<file path="src/rtl/dtc_pkg.sv">
package dtc_pkg;

    localparam int SEL_W    = 3;
    localparam int SEL_SPAN = 1 << SEL_W;
    localparam logic [SEL_W-1:0] CASC_SEL = 3'd7;

    // control word, MSB first: start, edge, capture enable, quad, select
    typedef struct packed {
        logic             start;
        logic             cap_fall;
        logic             cap_en;
        logic             quad;
        logic [SEL_W-1:0] sel;
    } chan_ctrl_t;

    localparam int CTRL_W = $bits(chan_ctrl_t);

    typedef enum logic [1:0] {
        REG_CTRL  = 2'd0,
        REG_COUNT = 2'd1,
        REG_GEN   = 2'd2,
        REG_NONE  = 2'd3
    } reg_sel_e;

    // quadrature phase = last synchronised {A,B}
    typedef enum logic [1:0] {
        PH_00 = 2'b00,
        PH_10 = 2'b10,
        PH_11 = 2'b11,
        PH_01 = 2'b01
    } quad_ph_e;

endpackage

</file>
<file path="src/rtl/dtc_sync.sv">
module dtc_sync #(
    parameter int WIDTH  = 1,
    parameter int STAGES = 2
) (
    input  logic             clk,
    input  logic             rst_n,
    input  logic [WIDTH-1:0] din,
    output logic [WIDTH-1:0] dout
);
    logic [WIDTH-1:0] stage_q [STAGES];

    always_ff @(posedge clk or negedge rst_n) begin
        if (!rst_n) begin
            for (int s = 0; s < STAGES; s++) stage_q[s] <= '0;
        end else begin
            stage_q[0] <= din;
            for (int s = 1; s < STAGES; s++) stage_q[s] <= stage_q[s-1];
        end
    end

    assign dout = stage_q[STAGES-1];
endmodule

</file>
<file path="src/rtl/dtc_quad_fsm.sv">
module dtc_quad_fsm
    import dtc_pkg::*;
#(
    parameter int SYNC_STAGES = 2
) (
    input  logic clk,
    input  logic rst_n,
    input  logic pin_a,
    input  logic pin_b,
    output logic step_up,
    output logic step_dn
);
    logic [1:0] ab_sync;
    quad_ph_e   state_q;
    quad_ph_e   cur;

    dtc_sync #(.WIDTH(2), .STAGES(SYNC_STAGES)) u_sync (
        .clk  (clk),
        .rst_n(rst_n),
        .din  ({pin_a, pin_b}),
        .dout (ab_sync)
    );

    assign cur = quad_ph_e'(ab_sync);

    // state register: always tracks the sampled level (STEP_FWD, STEP_REV, HOLD, SKIP)
    always_ff @(posedge clk or negedge rst_n) begin
        if (!rst_n) state_q <= PH_00;
        else        state_q <= cur;
    end

    // outputs: forward neighbour counts up, backward neighbour counts down
    always_comb begin
        step_up = 1'b0;
        step_dn = 1'b0;
        unique case (state_q)
            PH_00: begin step_up = (cur == PH_10); step_dn = (cur == PH_01); end
            PH_10: begin step_up = (cur == PH_11); step_dn = (cur == PH_00); end
            PH_11: begin step_up = (cur == PH_01); step_dn = (cur == PH_10); end
            PH_01: begin step_up = (cur == PH_00); step_dn = (cur == PH_11); end
            default: ;
        endcase
    end

    // a double change never produces a count
    a_r5_skip_silent: assert property (@(posedge clk) disable iff (!rst_n)
        (state_q == PH_00 && cur == PH_11) |-> !(step_up || step_dn));
endmodule

</file>
<file path="src/rtl/dtc_channel.sv">
module dtc_channel
    import dtc_pkg::*;
#(
    parameter int CNT_W       = 16,
    parameter int NUM_TICKS   = 4,
    parameter int SYNC_STAGES = 2,
    parameter bit ALLOW_CASC  = 1'b0
) (
    input  logic                 clk,
    input  logic                 rst_n,
    input  logic [NUM_TICKS-1:0] tick_en,
    input  logic                 casc_up,
    input  logic                 casc_dn,
    input  logic                 wr_ctrl,
    input  logic                 wr_cnt,
    input  logic                 wr_gen,
    input  logic [CNT_W-1:0]     wdata,
    input  logic                 quad_a,
    input  logic                 quad_b,
    input  logic                 cap_pin,
    output chan_ctrl_t           ctrl_o,
    output logic [CNT_W-1:0]     cnt_o,
    output logic [CNT_W-1:0]     gen_o,
    output logic                 ovf_o,
    output logic                 unf_o
);
    chan_ctrl_t           ctrl_q;
    logic [CNT_W-1:0]     cnt_q, gen_q;
    logic [SEL_SPAN-1:0]  tick_pad;
    logic                 q_up, q_dn, up, dn, run;
    logic                 cap_s, cap_last, cap_hit;

    dtc_quad_fsm #(.SYNC_STAGES(SYNC_STAGES)) u_quad (
        .clk    (clk),
        .rst_n  (rst_n),
        .pin_a  (quad_a),
        .pin_b  (quad_b),
        .step_up(q_up),
        .step_dn(q_dn)
    );

    dtc_sync #(.WIDTH(1), .STAGES(SYNC_STAGES)) u_cap_sync (
        .clk  (clk),
        .rst_n(rst_n),
        .din  (cap_pin),
        .dout (cap_s)
    );

    assign tick_pad = {{(SEL_SPAN-NUM_TICKS){1'b0}}, tick_en};
    assign run      = ctrl_q.start;

    // count source select
    always_comb begin
        up = 1'b0;
        dn = 1'b0;
        if (ctrl_q.quad) begin
            up = q_up;
            dn = q_dn;
        end else if (ctrl_q.sel == CASC_SEL) begin
            if (ALLOW_CASC) begin
                up = casc_up;
                dn = casc_dn;
            end
        end else begin
            up = tick_pad[ctrl_q.sel];
        end
    end

    assign ovf_o   = run && up && (cnt_q == {CNT_W{1'b1}}) && !wr_cnt;
    assign unf_o   = run && dn && (cnt_q == '0) && !wr_cnt;
    assign cap_hit = ctrl_q.cap_en && (ctrl_q.cap_fall ? (!cap_s && cap_last) : (cap_s && !cap_last));

    always_ff @(posedge clk or negedge rst_n) begin
        if (!rst_n) begin
            ctrl_q   <= '0;
            cnt_q    <= '0;
            gen_q    <= '0;
            cap_last <= 1'b0;
        end else begin
            cap_last <= cap_s;
            if (wr_ctrl) ctrl_q <= chan_ctrl_t'(wdata[CTRL_W-1:0]);
            if (wr_cnt)           cnt_q <= wdata;
            else if (run && up)   cnt_q <= cnt_q + 1'b1;
            else if (run && dn)   cnt_q <= cnt_q - 1'b1;
            if (wr_gen)           gen_q <= wdata;
            else if (cap_hit)     gen_q <= cnt_q;
        end
    end

    assign ctrl_o = ctrl_q;
    assign cnt_o  = cnt_q;
    assign gen_o  = gen_q;

    // a stopped counter holds unless written
    a_r3_hold_stopped: assert property (@(posedge clk) disable iff (!rst_n)
        (!ctrl_q.start && !wr_cnt) |=> (cnt_q == $past(cnt_q)));

    // software write wins over counting
    a_r4_write_wins: assert property (@(posedge clk) disable iff (!rst_n)
        wr_cnt |=> (cnt_q == $past(wdata)));

    // underflow only from quad decoding or a cascade feed
    a_r7_unf_source: assert property (@(posedge clk) disable iff (!rst_n)
        unf_o |-> (ctrl_q.quad || (ALLOW_CASC && ctrl_q.sel == CASC_SEL)));

    // capture loads the count present in the detect cycle
    a_r10_capture_value: assert property (@(posedge clk) disable iff (!rst_n)
        (cap_hit && !wr_gen) |=> (gen_q == $past(cnt_q)));
endmodule

</file>
<file path="src/rtl/cascade_timer_pair.sv">
module cascade_timer_pair
    import dtc_pkg::*;
#(
    parameter int CNT_W       = 16,
    parameter int NUM_TICKS   = 4,
    parameter int SYNC_STAGES = 2
) (
    input  logic                 clk,
    input  logic                 rst_n,
    input  logic [NUM_TICKS-1:0] tick_en,
    input  logic                 bus_wr,
    input  logic [2:0]           bus_addr,
    input  logic [CNT_W-1:0]     bus_wdata,
    output logic [CNT_W-1:0]     bus_rdata,
    input  logic                 hi_quad_a,
    input  logic                 hi_quad_b,
    input  logic                 lo_quad_a,
    input  logic                 lo_quad_b,
    input  logic                 hi_cap,
    input  logic                 lo_cap
);
    localparam int NUM_CH = 2;
    localparam int CH_HI  = 0;
    localparam int CH_LO  = 1;

    chan_ctrl_t       ch_ctrl   [NUM_CH];
    logic [CNT_W-1:0] ch_cnt    [NUM_CH];
    logic [CNT_W-1:0] ch_gen    [NUM_CH];
    logic             ch_wr_cnt [NUM_CH];
    logic [NUM_CH-1:0] qa_v, qb_v, cap_v;
    logic             lo_ovf, lo_unf, hi_ovf, hi_unf;
    logic             hi_casc_ready;

    assign qa_v  = {lo_quad_a, hi_quad_a};
    assign qb_v  = {lo_quad_b, hi_quad_b};
    assign cap_v = {lo_cap, hi_cap};

    for (genvar i = 0; i < NUM_CH; i++) begin : g_ch
        logic sel_ch, wr_c, wr_n, wr_g, casc_u, casc_d, ovf_w, unf_w;

        assign sel_ch = bus_wr && (bus_addr[2] == 1'(i));
        assign wr_c   = sel_ch && (bus_addr[1:0] == REG_CTRL);
        assign wr_n   = sel_ch && (bus_addr[1:0] == REG_COUNT);
        assign wr_g   = sel_ch && (bus_addr[1:0] == REG_GEN);
        assign ch_wr_cnt[i] = wr_n;

        if (i == CH_HI) begin : g_hi_link
            assign casc_u = lo_ovf;
            assign casc_d = lo_unf;
            assign hi_ovf = ovf_w;
            assign hi_unf = unf_w;
        end else begin : g_lo_link
            assign casc_u = 1'b0;
            assign casc_d = 1'b0;
            assign lo_ovf = ovf_w;
            assign lo_unf = unf_w;
        end

        dtc_channel #(
            .CNT_W      (CNT_W),
            .NUM_TICKS  (NUM_TICKS),
            .SYNC_STAGES(SYNC_STAGES),
            .ALLOW_CASC (i == CH_HI)
        ) u_chan (
            .clk    (clk),
            .rst_n  (rst_n),
            .tick_en(tick_en),
            .casc_up(casc_u),
            .casc_dn(casc_d),
            .wr_ctrl(wr_c),
            .wr_cnt (wr_n),
            .wr_gen (wr_g),
            .wdata  (bus_wdata),
            .quad_a (qa_v[i]),
            .quad_b (qb_v[i]),
            .cap_pin(cap_v[i]),
            .ctrl_o (ch_ctrl[i]),
            .cnt_o  (ch_cnt[i]),
            .gen_o  (ch_gen[i]),
            .ovf_o  (ovf_w),
            .unf_o  (unf_w)
        );
    end

    always_comb begin
        unique case (reg_sel_e'(bus_addr[1:0]))
            REG_CTRL:  bus_rdata = CNT_W'(ch_ctrl[bus_addr[2]]);
            REG_COUNT: bus_rdata = ch_cnt[bus_addr[2]];
            REG_GEN:   bus_rdata = ch_gen[bus_addr[2]];
            default:   bus_rdata = '0;
        endcase
    end

    assign hi_casc_ready = ch_ctrl[CH_HI].start && !ch_ctrl[CH_HI].quad &&
                           (ch_ctrl[CH_HI].sel == CASC_SEL);

    // lower overflow bumps the upper half in the same edge
    a_r6_casc_inc: assert property (@(posedge clk) disable iff (!rst_n)
        (lo_ovf && hi_casc_ready && !ch_wr_cnt[CH_HI]) |=>
        (ch_cnt[CH_HI] == $past(ch_cnt[CH_HI]) + CNT_W'(1)));

    // lower underflow lowers the upper half in the same edge
    a_r7_casc_dec: assert property (@(posedge clk) disable iff (!rst_n)
        (lo_unf && hi_casc_ready && !ch_wr_cnt[CH_HI]) |=>
        (ch_cnt[CH_HI] == $past(ch_cnt[CH_HI]) - CNT_W'(1)));

    // a stopped lower channel raises no wrap
    a_r8_lo_needs_start: assert property (@(posedge clk) disable iff (!rst_n)
        !ch_ctrl[CH_LO].start |-> !(lo_ovf || lo_unf));

    // the upper counter wraps to zero / all ones
    a_r6_hi_wrap: assert property (@(posedge clk) disable iff (!rst_n)
        hi_ovf |=> (ch_cnt[CH_HI] == '0));
    a_r7_hi_unwrap: assert property (@(posedge clk) disable iff (!rst_n)
        hi_unf |=> (ch_cnt[CH_HI] == {CNT_W{1'b1}}));

    // quad mode on the upper channel blocks the cascade feed
    a_r9_quad_blocks_casc: assert property (@(posedge clk) disable iff (!rst_n)
        (ch_ctrl[CH_HI].quad && !ch_wr_cnt[CH_HI] && hi_quad_a == $past(hi_quad_a) &&
         hi_quad_b == $past(hi_quad_b) && hi_quad_a == $past(hi_quad_a, 2) &&
         hi_quad_b == $past(hi_quad_b, 2) && hi_quad_a == $past(hi_quad_a, 3) &&
         hi_quad_b == $past(hi_quad_b, 3) && $past(rst_n, 3)) |=>
        (ch_cnt[CH_HI] == $past(ch_cnt[CH_HI])));
endmodule

</file>
<file path="config.mk">
export PLATFORM = sky130hd
export DESIGN_NAME = cascade_timer_pair
export DESIGN_NICKNAME = d
export VERILOG_FILES = /design/src/rtl/dtc_pkg.sv /design/src/rtl/dtc_sync.sv /design/src/rtl/dtc_quad_fsm.sv /design/src/rtl/dtc_channel.sv /design/src/rtl/cascade_timer_pair.sv
export SDC_FILE = /design/constraint.sdc
export NUM_CORES = 1
export LEC_CHECK = 0
export BUFFER_PORTS_ARGS = -buffer_cell sky130_fd_sc_hd__buf_4
export CORE_MARGIN = 2
export CORE_UTILIZATION = 61
export DETAILED_ROUTE_END_ITERATION = 10
export PLACE_DENSITY = 0.87
export SYNTH_ARGS = -nofsm -noshare
export SYNTH_HDL_FRONTEND = slang
export SYNTH_SLANG_ARGS = --single-unit
</file>
<file path="constraint.sdc">
create_clock -name clk -period 4.5 [get_ports clk]
set_clock_uncertainty 0.15 [all_clocks]
set_input_delay 0.45 -clock clk [delete_from_list [all_inputs] [get_ports clk]]
set_output_delay 0.45 -clock clk [all_outputs]
set_load 0.01 [all_outputs]
</file>
==> out/qor.json <==
{
  "dieWidth": {"value": 104.5, "unit": "um"},
  "tritonroute_pass_1_iters": {"value": 5},
  "slowest_stage": {"value": "sky130_fd_sc_hd__dfrtp_1"},
  "synthTopCellsByArea": {"value": "sky130_fd_sc_hd__dfrtp_1, sky130_fd_sc_hd__mux2i_1, sky130_fd_sc_hd__a21oi_1, sky130_fd_sc_hd__ha_1, sky130_fd_sc_hd__nor2_1"},
  "worst_setup_hold_path_clk_slew": {"value": 0.10, "unit": "ns"},
  "total_number_of_clock_tree_sinks": {"value": 96},
  "post_cts_resize_count": {"value": 0},
  "worst-r2r-setup-slack": {"value": 0.58, "unit": "ns"},
  "timing.fmax": {"value": 0.2548, "unit": "GHz"},
  "synth.most_common_cell": {"value": "sky130_fd_sc_hd__a21oi_1"},
  "cts_root_buffer": {"value": "sky130_fd_sc_hd__clkbuf_8"},
  "final_layout_size_suffix_gt1_frac": {"value": 0.1445},
  "critical_path.top_delay_family": {"value": "compound AO/OA/AOI/OAI gates"},
  "synth_flop_cell": {"value": "sky130_fd_sc_hd__dfrtp_1"},
  "htreeDepth": {"value": 3},
  "routed-via-count": {"value": 5307},
  "cts_buffers": {"value": 9},
  "io-pin-count": {"value": 48},
  "setup_repair_after_global_routing_missed_its_margin": {"value": "no"},
  "total_number_of_yosys_warnings": {"value": 0},
  "first_global_vias": {"value": 5214},
  "synth_to_final_area_change": {"value": 11.68, "unit": "%"},
  "place_hpwl": {"value": 11330, "unit": "um"},
  "post_synth_most_frequent_cells": {"value": "sky130_fd_sc_hd__a21oi_1, sky130_fd_sc_hd__nor2_1, sky130_fd_sc_hd__dfrtp_1, sky130_fd_sc_hd__mux2i_1, sky130_fd_sc_hd__ha_1"},
  "power": {"value": 0.004713, "unit": "W"},
  "clock_latency": {"value": 0.38, "unit": "ns"},
  "synth_top_area_frac": {"value": 0.3902},
  "timing.critical_path.required": {"value": 4.60, "unit": "ns"},
  "num_rows": {"value": 36},
  "antennaDiodeCount": {"value": 0},
  "slowest_delay": {"value": 0.50, "unit": "ns"},
  "cp.buffers_inverters": {"value": 1},
  "globalRouteOverflowTotal": {"value": 0},
  "synth_top_area_cell": {"value": "sky130_fd_sc_hd__dfrtp_1"},
  "syn_nets": {"value": 720},
  "fraction_of_registers_with_async_set_or_reset_after_synthesis": {"value": 1.000},
  "antenna_found_initial": {"value": 0},
  "remaining_drc_errors": {"value": 0},
  "totalNegativeSetupSlack": {"value": 0, "unit": "ns"},
  "endpoint_kind": {"value": "flop"},
  "final_wtd_congestion": {"value": 0.9340},
  "postRouteAntennaNets": {"value": 0},
  "finish.net_count": {"value": 758},
  "final.fill_count": {"value": 742},
  "run_status": {"value": "finished, final reports clean"},
  "cellPowerDensity": {"value": 685.4, "unit": "mW/mm2"},
  "grt_start_max_net_pins": {"value": 73},
  "netlist_instances": {"value": 656},
  "period_needed": {"value": 3.924, "unit": "ns"},
  "post_drt_via_cell_ratio": {"value": 6.379},
  "cts-root-to-sink-buffers": {"value": 2},
  "cts_hold_buffers": {"value": 0},
  "critPathArrivalTime": {"value": 4.03, "unit": "ns"},
  "worst_setup_path_start_kind": {"value": "flop"},
  "initial_utilization": {"value": 0.6299},
  "wirelength_per_cell": {"value": 19.20, "unit": "um"},
  "drt_first_iter_violations": {"value": 404},
  "final-setup-viol-count": {"value": 0},
  "flip_flop_and_latch_count_after_synthesis": {"value": 96},
  "worst_supply_voltage_drop_on_vdd": {"value": 0.3156, "unit": "mV"},
  "total_leakage_power": {"value": 3.130, "unit": "nW"},
  "yosys.cell_types.count": {"value": 57},
  "timing_max_transition_violations_final": {"value": 0},
  "timing.hold.ws": {"value": 0.01755, "unit": "ns"},
  "syn_area_per_cell": {"value": 9.386, "unit": "um2"},
  "wl": {"value": 15980, "unit": "um"},
  "max_slew_headroom_at_the_worst_pin": {"value": 0.1789},
  "die_area": {"value": 0.01091, "unit": "mm2"},
  "grt_usage": {"value": 0.3004},
  "die_height": {"value": 104.5, "unit": "um"},
  "area_of_the_mapped_netlist": {"value": 0.006157, "unit": "mm2"},
  "timing_worst_setup_path_type": {"value": "reg2reg"},
  "critical_path_cell_by_cell": {"value": "nand4_1, nor4_1, nand4_2, a21oi_4, inv_1, ha_1, a21o_1, a21oi_1, nor3b_2, a211oi_1, o31ai_1, mux2i_1, xor2_1, o21ai_0"},
  "max_cap_violation_count": {"value": 0},
  "yosysSeqAreaShare": {"value": 0.3902},
  "worst-slew-pin-transition": {"value": 1.232, "unit": "ns"},
  "cts_post_setup_buffers_inserted": {"value": 0},
  "synth-edff-count": {"value": 0},
  "worstPathMaxFanout": {"value": 7},
  "port-buffer-count": {"value": 47},
  "tritoncts": {"value": "done"},
  "first_pass_grt_wire_length": {"value": 26080, "unit": "um"},
  "final_hold_viol_count": {"value": 0},
  "finalCritPeriodShare": {"value": 0.8720},
  "placeableCoreArea": {"value": 0.009774, "unit": "mm2"},
  "hold_path_class": {"value": "in2reg"}
}
sequential cells by signal (all words and copies together), names as in the netlist:
name	count
g_ch.u_chan.u_quad.u_sync.stage_q	4
g_ch.u_chan.u_quad.u_sync.dout	4
g_ch.u_chan.gen_o	32
g_ch.u_chan.u_quad.state_q	4
g_ch.u_chan.run	2
g_ch.u_chan.u_cap_sync.stage_q	2
g_ch.u_chan.cnt_o	32
g_ch.u_chan.u_cap_sync.dout	2
g_ch.u_chan.ctrl_o	12
g_ch.u_chan.cap_last	2
layer usage:
metal	track usage	routed length, um
met1	0.3980	6836
met2	0.4958	7539
met3	0.03634	1051
met4	0.1332	547
met5	0	0
where the power goes:
part	total, W	switching, W	internal [W]
combinational	0.00246	0.00133	0.00114
sequential	0.00156	0.000368	0.00119
clock	0.000691	0.000318	0.000373
total	0.00471	0.00201	0.00270
cells in the final DEF (no fill, tap or decap), drive strengths merged, types with 3 or more instances in the layout:
| master | netlist | layout |
|---|---|---|
| and3 | 3 | 3 |
| xnor2 | 19 | 19 |
| clkbuf | 18 | 10 |
| a211oi | 10 | 10 |
| nor2b | 3 | 3 |
| inv | 10 | 12 |
| nor2 | 100 | 100 |
| o22ai | 9 | 9 |
| mux2 | 14 | 14 |
| o21bai | 5 | 5 |
| nor3 | 9 | 9 |
| nand2 | 27 | 27 |
| nand3 | 10 | 10 |
| dfrtp | 96 | 96 |
| a21o | 8 | 8 |
| nor4 | 5 | 5 |
| xor2 | 13 | 13 |
| o21ai | 20 | 20 |
| nand4 | 7 | 7 |
| or3 | 5 | 5 |
| mux2i | 77 | 77 |
| buf | 15 | 60 |
| o211ai | 3 | 3 |
| o21a | 3 | 3 |
| a21oi | 105 | 105 |
| bufinv | 0 | 3 |
| ha | 30 | 30 |
worst register-to-register path, cell delays in order (launching register included):
cell                       delay [ns]
sky130_fd_sc_hd__dfrtp_1         0.50
sky130_fd_sc_hd__nand4_1         0.13
sky130_fd_sc_hd__nor4_1          0.39
sky130_fd_sc_hd__nand4_2         0.18
sky130_fd_sc_hd__a21oi_4         0.27
sky130_fd_sc_hd__inv_1           0.21
sky130_fd_sc_hd__ha_1            0.41
sky130_fd_sc_hd__a21o_1          0.22
sky130_fd_sc_hd__a21oi_1         0.17
sky130_fd_sc_hd__nor3b_2         0.21
sky130_fd_sc_hd__a211oi_1        0.12
sky130_fd_sc_hd__o31ai_1         0.34
sky130_fd_sc_hd__mux2i_1         0.26
sky130_fd_sc_hd__xor2_1          0.15
sky130_fd_sc_hd__o21ai_0         0.09
cells by family after synthesis:
family,synth area share
xor+xnor,0.04552
buf+inv,0.03089
fa+ha+maj,0.06747
flops,0.3902
simple gates,0.1368
mux,0.1581
compound gates,0.1711
layout make-up:
type                            instances  area [um2]  share of cell area
Tap cell                              133       166.4             0.02420
Inverter                               10       37.54            0.005459
Timing Repair Buffer                   60       450.4             0.06550
Clock buffer                           10       127.6             0.01856
Clock inverter                          6       112.6             0.01638
Sequential cell                        96        2402              0.3493
Multi-Input combinational cell        517        3580              0.5206
per-stage QoR:
stage | instances | util | setup slack (ns) | instance area (um2)
3_3_place_gp | 816 | 0.6790 | 0.5625 | 6636
3_5_place_dp | 816 | 0.6790 | 0.5226 | 6636
6_report | 832 | 0.7035 | 0.5760 | 6877
4_1_cts | 832 | 0.7035 | 0.6358 | 6877
2_1_floorplan | 656 | - | 0.8356 | 6157
5_1_grt | 832 | 0.7035 | 0.2733 | 6877
final timing paths:
path,start,cells past startpoint,endpoint
setup / recovery,g_ch[1].u_chan.cnt_o[1],14,g_ch[0].u_chan.cnt_o[15]
hold / removal,hi_quad_b,1,g_ch[0].u_chan.u_quad.u_sync.stage_q[2]
setup reg to reg,g_ch[1].u_chan.cnt_o[1],14,g_ch[0].u_chan.cnt_o[15]
hold reg to reg,g_ch[1].u_chan.u_quad.u_sync.stage_q[2],0,g_ch[1].u_chan.u_quad.u_sync.dout[0]
max in group asynchronous,rst_n,2,g_ch[1].u_chan.gen_o[2]
min in group asynchronous,rst_n,1,g_ch[0].u_chan.gen_o[8]
Power figures use the tool's default switching activity.
